==> config.mk <==
export PLATFORM = sky130hd
export DESIGN_NAME = lp_wake_seq
export DESIGN_NICKNAME = d
export VERILOG_FILES = /design/src/rtl/lpw_pkg.sv /design/src/rtl/lpw_wake_src.sv /design/src/rtl/lpw_ost_timer.sv /design/src/rtl/lpw_settle_timer.sv /design/src/rtl/lp_wake_seq.sv
export SDC_FILE = /design/constraint.sdc
export NUM_CORES = 1
export LEC_CHECK = 0
export BUFFER_PORTS_ARGS = -buffer_cell sky130_fd_sc_hd__buf_4
export CAP_MARGIN = 10
export CORE_UTILIZATION = 56
export DETAILED_ROUTE_END_ITERATION = 6
export HOLD_SLACK_MARGIN = 0.05
export PLACE_DENSITY = 0.82
export SKIP_LAST_GASP = 1
export SYNTH_ARGS = -nofsm -noshare
export SYNTH_HDL_FRONTEND = slang
export SYNTH_SLANG_ARGS = --single-unit
==> constraint.sdc <==
create_clock -name clk -period 3.4 [get_ports clk]
set_clock_uncertainty 0.1 [all_clocks]
set_input_delay 0.51 -clock clk [delete_from_list [all_inputs] [get_ports clk]]
set_output_delay 0.51 -clock clk [all_outputs]
set_load 0.02 [all_outputs]
==> src/rtl/lpw_pkg.sv <==
package lpw_pkg;
  // one-hot state bit positions
  localparam int ST_RUN   = 0;
  localparam int ST_IPRI  = 1;
  localparam int ST_IOTH  = 2;
  localparam int ST_SLEEP = 3;
  localparam int ST_OSTW  = 4;
  localparam int ST_SETL  = 5;
  localparam int NSTATE   = 6;

  typedef logic [NSTATE-1:0] state_t;

  localparam logic [2:0] OSC_INTIO = 3'd6;

  // crystal and PLL types need a start-up count
  function automatic logic osc_is_xtal(input logic [2:0] t);
    return (t <= 3'd3);
  endfunction

  function automatic logic osc_is_int(input logic [2:0] t);
    return (t == OSC_INTIO);
  endfunction
endpackage

==> src/rtl/lpw_wake_src.sv <==
module lpw_wake_src #(
  parameter int N_IRQ = 4
) (
  input  logic [N_IRQ-1:0] irq_flag,
  input  logic [N_IRQ-1:0] irq_en,
  input  logic             wdt_tmo,
  output logic             irq_hit,
  output logic             wake
);
  logic [N_IRQ-1:0] armed;

  genvar g;
  generate
    for (g = 0; g < N_IRQ; g++) begin : g_src
      assign armed[g] = irq_flag[g] & irq_en[g];
    end
  endgenerate

  assign irq_hit = |armed;
  assign wake    = irq_hit | wdt_tmo;
endmodule

==> src/rtl/lpw_ost_timer.sv <==
module lpw_ost_timer #(
  parameter int OST_CYC = 1024
) (
  input  logic clk,
  input  logic rst,
  input  logic kill,
  input  logic start,
  input  logic pri_ready,
  output logic done
);
  localparam int CW = $clog2(OST_CYC + 1);
  localparam logic [CW-1:0] LIMIT = CW'(OST_CYC);

  logic          active;
  logic [CW-1:0] cnt;

  // out of reset the oscillator is assumed to be starting
  always_ff @(posedge clk) begin
    if (rst) begin
      active <= 1'b1;
      cnt    <= '0;
    end else if (kill) begin
      active <= 1'b0;
      cnt    <= '0;
    end else if (start) begin
      active <= 1'b1;
      cnt    <= '0;
    end else if (active && cnt != LIMIT) begin
      cnt <= cnt + 1'b1;
    end
  end

  assign done = active & (cnt == LIMIT) & pri_ready;
endmodule

==> src/rtl/lpw_settle_timer.sv <==
module lpw_settle_timer #(
  parameter int CYCLES = 8
) (
  input  logic clk,
  input  logic rst,
  input  logic load,
  output logic zero
);
  localparam int CW = (CYCLES > 1) ? $clog2(CYCLES) : 1;

  logic [CW-1:0] cnt;

  always_ff @(posedge clk) begin
    if (rst)
      cnt <= '0;
    else if (load)
      cnt <= CW'(CYCLES - 1);
    else if (cnt != '0)
      cnt <= cnt - 1'b1;
  end

  assign zero = (cnt == '0);
endmodule

==> src/rtl/lp_wake_seq.sv <==
module lp_wake_seq
  import lpw_pkg::*;
#(
  parameter int N_IRQ      = 4,
  parameter int SETTLE_CYC = 8,
  parameter int OST_CYC    = 1024
) (
  input  logic             clk,
  input  logic             rst,
  input  logic [N_IRQ-1:0] irq_flag,
  input  logic [N_IRQ-1:0] irq_en,
  input  logic             gie,
  input  logic             wdt_tmo,
  input  logic             enter_sleep,
  input  logic             enter_idle,
  input  logic             idle_keep_pri,
  input  logic [2:0]       osc_type,
  input  logic             pri_ready,
  input  logic             two_speed_en,
  input  logic             fail_safe_en,
  output logic             cpu_run,
  output logic             vec_req,
  output logic             clk_int_sel,
  output logic             stat_pri,
  output logic             stat_int
);
  state_t state_q, nxt;
  logic   irq_hit, wake;
  logic   pri_good, settle_zero;
  logic   ost_kill, ost_start, settle_load, wake_take;
  logic   waking_q, vec_pend_q;
  logic   xtal, intosc, fast, run_on_int, low_pwr;

  lpw_wake_src #(.N_IRQ(N_IRQ)) u_src (
    .irq_flag (irq_flag),
    .irq_en   (irq_en),
    .wdt_tmo  (wdt_tmo),
    .irq_hit  (irq_hit),
    .wake     (wake)
  );

  lpw_ost_timer #(.OST_CYC(OST_CYC)) u_ost (
    .clk       (clk),
    .rst       (rst),
    .kill      (ost_kill),
    .start     (ost_start),
    .pri_ready (pri_ready),
    .done      (pri_good)
  );

  lpw_settle_timer #(.CYCLES(SETTLE_CYC)) u_settle (
    .clk  (clk),
    .rst  (rst),
    .load (settle_load),
    .zero (settle_zero)
  );

  assign xtal       = osc_is_xtal(osc_type);
  assign intosc     = osc_is_int(osc_type);
  assign fast       = two_speed_en | fail_safe_en;
  assign run_on_int = intosc | (xtal & ~pri_good);
  assign low_pwr    = state_q[ST_IPRI] | state_q[ST_IOTH] | state_q[ST_SLEEP];

  always_comb begin
    nxt         = state_q;
    ost_kill    = 1'b0;
    ost_start   = 1'b0;
    settle_load = 1'b0;
    wake_take   = 1'b0;
    unique case (1'b1)
      state_q[ST_RUN]: begin
        if (enter_sleep) begin
          nxt      = state_t'(1) << ST_SLEEP;
          ost_kill = 1'b1;
        end else if (enter_idle && idle_keep_pri) begin
          nxt      = state_t'(1) << ST_IPRI;
          ost_kill = ~pri_good;   // a clock still starting is shut down
        end else if (enter_idle) begin
          nxt      = state_t'(1) << ST_IOTH;
          ost_kill = 1'b1;
        end
      end
      low_pwr: begin
        if (wake) begin
          wake_take = 1'b1;
          ost_start = xtal & ~pri_good;
          if (xtal && !pri_good && !fast) begin
            nxt = state_t'(1) << ST_OSTW;
          end else begin
            nxt         = state_t'(1) << ST_SETL;
            settle_load = 1'b1;
          end
        end
      end
      state_q[ST_OSTW]: begin
        if (waking_q) begin
          if (pri_good) begin
            nxt         = state_t'(1) << ST_SETL;
            settle_load = 1'b1;
          end
        end else if (!xtal || fast || pri_good) begin
          nxt = state_t'(1) << ST_RUN;
        end
      end
      state_q[ST_SETL]: begin
        if (settle_zero)
          nxt = state_t'(1) << ST_RUN;
      end
      default: nxt = state_q;
    endcase
  end

  always_ff @(posedge clk) begin
    if (rst) begin
      state_q     <= state_t'(1) << ST_OSTW;
      waking_q    <= 1'b0;
      vec_pend_q  <= 1'b0;
      cpu_run     <= 1'b0;
      vec_req     <= 1'b0;
      clk_int_sel <= 1'b0;
      stat_pri    <= 1'b0;
      stat_int    <= 1'b0;
    end else begin
      state_q <= nxt;
      if (wake_take) begin
        waking_q   <= 1'b1;
        vec_pend_q <= irq_hit & gie;
      end else if (nxt[ST_RUN]) begin
        waking_q   <= 1'b0;
        vec_pend_q <= 1'b0;
      end
      cpu_run     <= nxt[ST_RUN];
      vec_req     <= nxt[ST_RUN] & ~state_q[ST_RUN] & vec_pend_q;
      clk_int_sel <= run_on_int;
      stat_pri    <= ~nxt[ST_OSTW] & ~run_on_int;
      stat_int    <= ~nxt[ST_OSTW] & run_on_int;
    end
  end
endmodule

==> flow_summary.yaml <==
worst_setup_path:
  critical_path_peak_fanout: 11
  crit_path_start_kind: "flop"
  worst-endpoint-required_ns: 3.49
  end_kind: "flop"
  worst_path_largest_cell_delay_ns: 0.48
  crit_chain: "inv_1 > ha_1 > nor2b_1 > and4_1 > a31oi_1 > a211o_1 > a21oi_1"
  path_depth: 7
  arrival_ns: 2.16
  critical_path.top_delay_family: "compound AO/OA/AOI/OAI gates"
  worst_path_max_delay_cell: "a211o_1"
  worstPathBufferInverterCount: 1
  startpoint_to_endpoint_class_of_the_critical_path: "reg -> reg"
  worstRegToRegCells: 7
cts:
  worst_skew_pair.late_latency_ns: 0.31
  clock_sinks: 27
  clock_tree.root_cell: "clkbuf_4"
  cts_resized: 0
  cts_tree: "built"
  cts.clk_slew.worst_paths_ns: 0.14
  postCtsSetupRepairBufs: 0
  numCtsBuffers: 3
  cts_buffer_depth: 2
  htree_levels: 1
  cts.hold.buffers_added: 0
synthesis:
  synth_largest_area_cell: "dfxtp_1"
  post-synth-top-area-fraction: 0.408
  ys_types: 42
  ys.warnings.count: 0
  syn_inst: 150
  seq_area_frac_synth: 0.408
  yosys-mux-area-fraction: 0.00755
  syn_area_um2: 1330
  synth_top_family_by_area: "simple AND/OR/NAND/NOR gates"
  mappedNetlistNets: 175
  postSynthAreaPerCell_um2: 8.83
  synth_compound_gate_area_share: 0.161
  yosys_register_bits: 27
  post_synth_xor_area_fraction: 0.0727
  synth.top_cells.by_area: "dfxtp_1, nor2_2, xnor2_1"
  post_synth_and_or_nand_nor_area_fraction: 0.265
  synth_adder_area_share: 0.0378
grt:
  grt_pass1_vias: 1062
  antenna_found_initial: 0
  grt_first_pass_wirelength_mm: 4.49
  aggregate_global_routing_overflow: 0
  total_routing_resource_utilization_after_global_routing: 0.230
  grt_start_max_net_pins: 15
die:
  die_area_um2: 2560
  design.portCount: 26
  placement_rows: 17
  floorplan.die.height_um: 50.6
  start_util: 0.599
  floorplan.die.width_um: 50.6
  fp.coreArea_um2: 2210
routing:
  first_iter_violations: 22
  drt-vias-per-instance: 5.67
  routed_via_count: 1150
  wl_mm: 2.61
  detail_route.wl_per_cell_um: 12.9
  final_antenna_net_count: 0
  drc: 0
  drt-pass1-iter-count: 4
finish:
  largest_reg_flops: 11
  drive_above_1_share: 0.234
  regMostFlops: "u_ost.cnt"
  fin_area_um2: 1550
  postLayoutCoreUtil: 0.700
  syn_to_final_growth_pct: 16.8
  largest_registers_in_the_final_layout: "u_ost.cnt x11, state_q x6, u_settle.cnt x3"
  final_nets: 201
  final.fill_count: 187
  antenna_cells: 0
sta:
  grt_setup_unrepaired: "false"
  timing.final.setup_violations: 0
  layout_min_cycle_time_ns: 2.07
  maxClockFrequency_mhz: 484
  report.final.slew_viol_count: 0
  finalHoldViolCount: 0
  worst_pin_slew_ns: 0.718
  total_negative_slack_ns: 0
  min_hold_slack_ns: 0.289
  max-slew-margin-rel: 0.514
  timing.final.crit_share: 0.608
power_and_ir_drop:
  pwr_density_cell_nw_per_um2: 446
  p_leak_uw: 0.000609
  peakVddDrop_v: 0.000351
run:
  drv_cap: 0
placed_design:
  dpl-instance-area_um2: 1520
  gp_routability_congestion: 0.799
  port-buffer-count: 25
  detailedPlacementHpwl_mm: 2.00
worst_hold_path:
  holdCritPathClass: "in -> reg"
  min_delay_path_depth: 2
outcome:
  run_status: "finished, final reports clean"
layout make-up:
type / instances / area (µm²) / share of cell area
multi-input combinational: 109 / 721 / 0.466
sequential: 27 / 541 / 0.349
timing repair buffer: 25 / 188 / 0.121
inverter: 10 / 37.5 / 0.0243
tap: 28 / 35.0 / 0.0226
clock buffer: 4 / 26.3 / 0.0170
power breakdown:
part | total [µW] | switching, µW | internal (µW)
clock | 134 | 87.9 | 45.8
combinational | 187 | 102 | 84.7
sequential | 370 | 24.3 | 346
placed cells by master, fill, tap and decap left out, types with 3 or more instances in the layout:
cell type,count
a21oi_1,7
buf_4,25
clkbuf_4,3
dfxtp_1,27
ha_1,4
inv_1,10
nand2_1,11
nand3_1,6
nand4_1,4
nor2_1,9
nor2_2,10
nor2b_1,4
nor3_1,4
o211ai_1,3
o21ai_0,5
o41ai_1,3
xnor2_1,6
xor2_1,5
worst paths after layout:
path | startpoint | end | slack (ns)
setup / recovery | u_ost.cnt[0] | u_ost.cnt[1] | 1.33
setup reg to reg | u_ost.cnt[0] | u_ost.cnt[1] | 1.33
hold / removal | idle_keep_pri | state_q[2] | 0.29
hold reg to reg | vec_pend_q | vec_req | 0.40
cell families after synthesis:
kind of cell | Yosys count
buffers and inverters | 14
AO/OA/AOI/OAI | 31
adder cells (fa/ha/maj) | 4
multiplexers | 1
flip-flops | 27
XOR/XNOR | 11
AND/OR/NAND/NOR | 62
cells in the mapped netlist:
library cell,instances
inv_1,10
ha_1,4
a221oi_1,1
or3_1,1
a32oi_1,1
clkbuf_1,2
a21boi_1,1
and3_1,1
buf_4,1
o21ai_0,5
nor2b_1,4
mux2i_1,1
o211ai_1,3
nand3b_1,1
a211o_1,1
nand3_1,6
nor2_2,10
nand4_1,4
and4_1,2
a31o_2,1
nand2_1,11
a22o_1,1
and2_1,1
nor4_1,1
nor2_1,9
nor3b_1,2
nor3_1,4
nor4_2,1
buf_6,1
a31oi_1,2
dfxtp_1,27
nand2b_1,2
a22oi_1,2
xor2_1,5
o21a_1,1
a311oi_1,1
o311ai_1,1
o41ai_1,3
xnor2_1,6
nor4b_1,1
a21oi_1,7
nor4b_2,1
routing by layer:
metal	GRT usage	up-vias	wire, µm
met2	0.413	26	1310
met1	0.271	540	1190
li1	-	580	-
met4	0.0972	0	43
met3	0.0273	4	63
met5	0	-	0
worst reg2reg max path, delay by kind of cell, from the launching register on:
| family | cells | cell delay [ns] |
|---|---|---|
| compound gates | 3 | 0.79 |
| flops | 1 | 0.39 |
| simple gates | 2 | 0.38 |
| fa+ha+maj | 1 | 0.19 |
| buf+inv | 1 | 0.09 |
through the flow:
stage	instances	power, µW	setup slack, ns
after floorplan	150	508	1.64
after global placement	199	551	1.37
after detailed placement	199	563	1.34
after CTS	203	693	1.33
after global routing	203	731	1.16
final	203	690	1.33
Power figures use the tool's default switching activity.
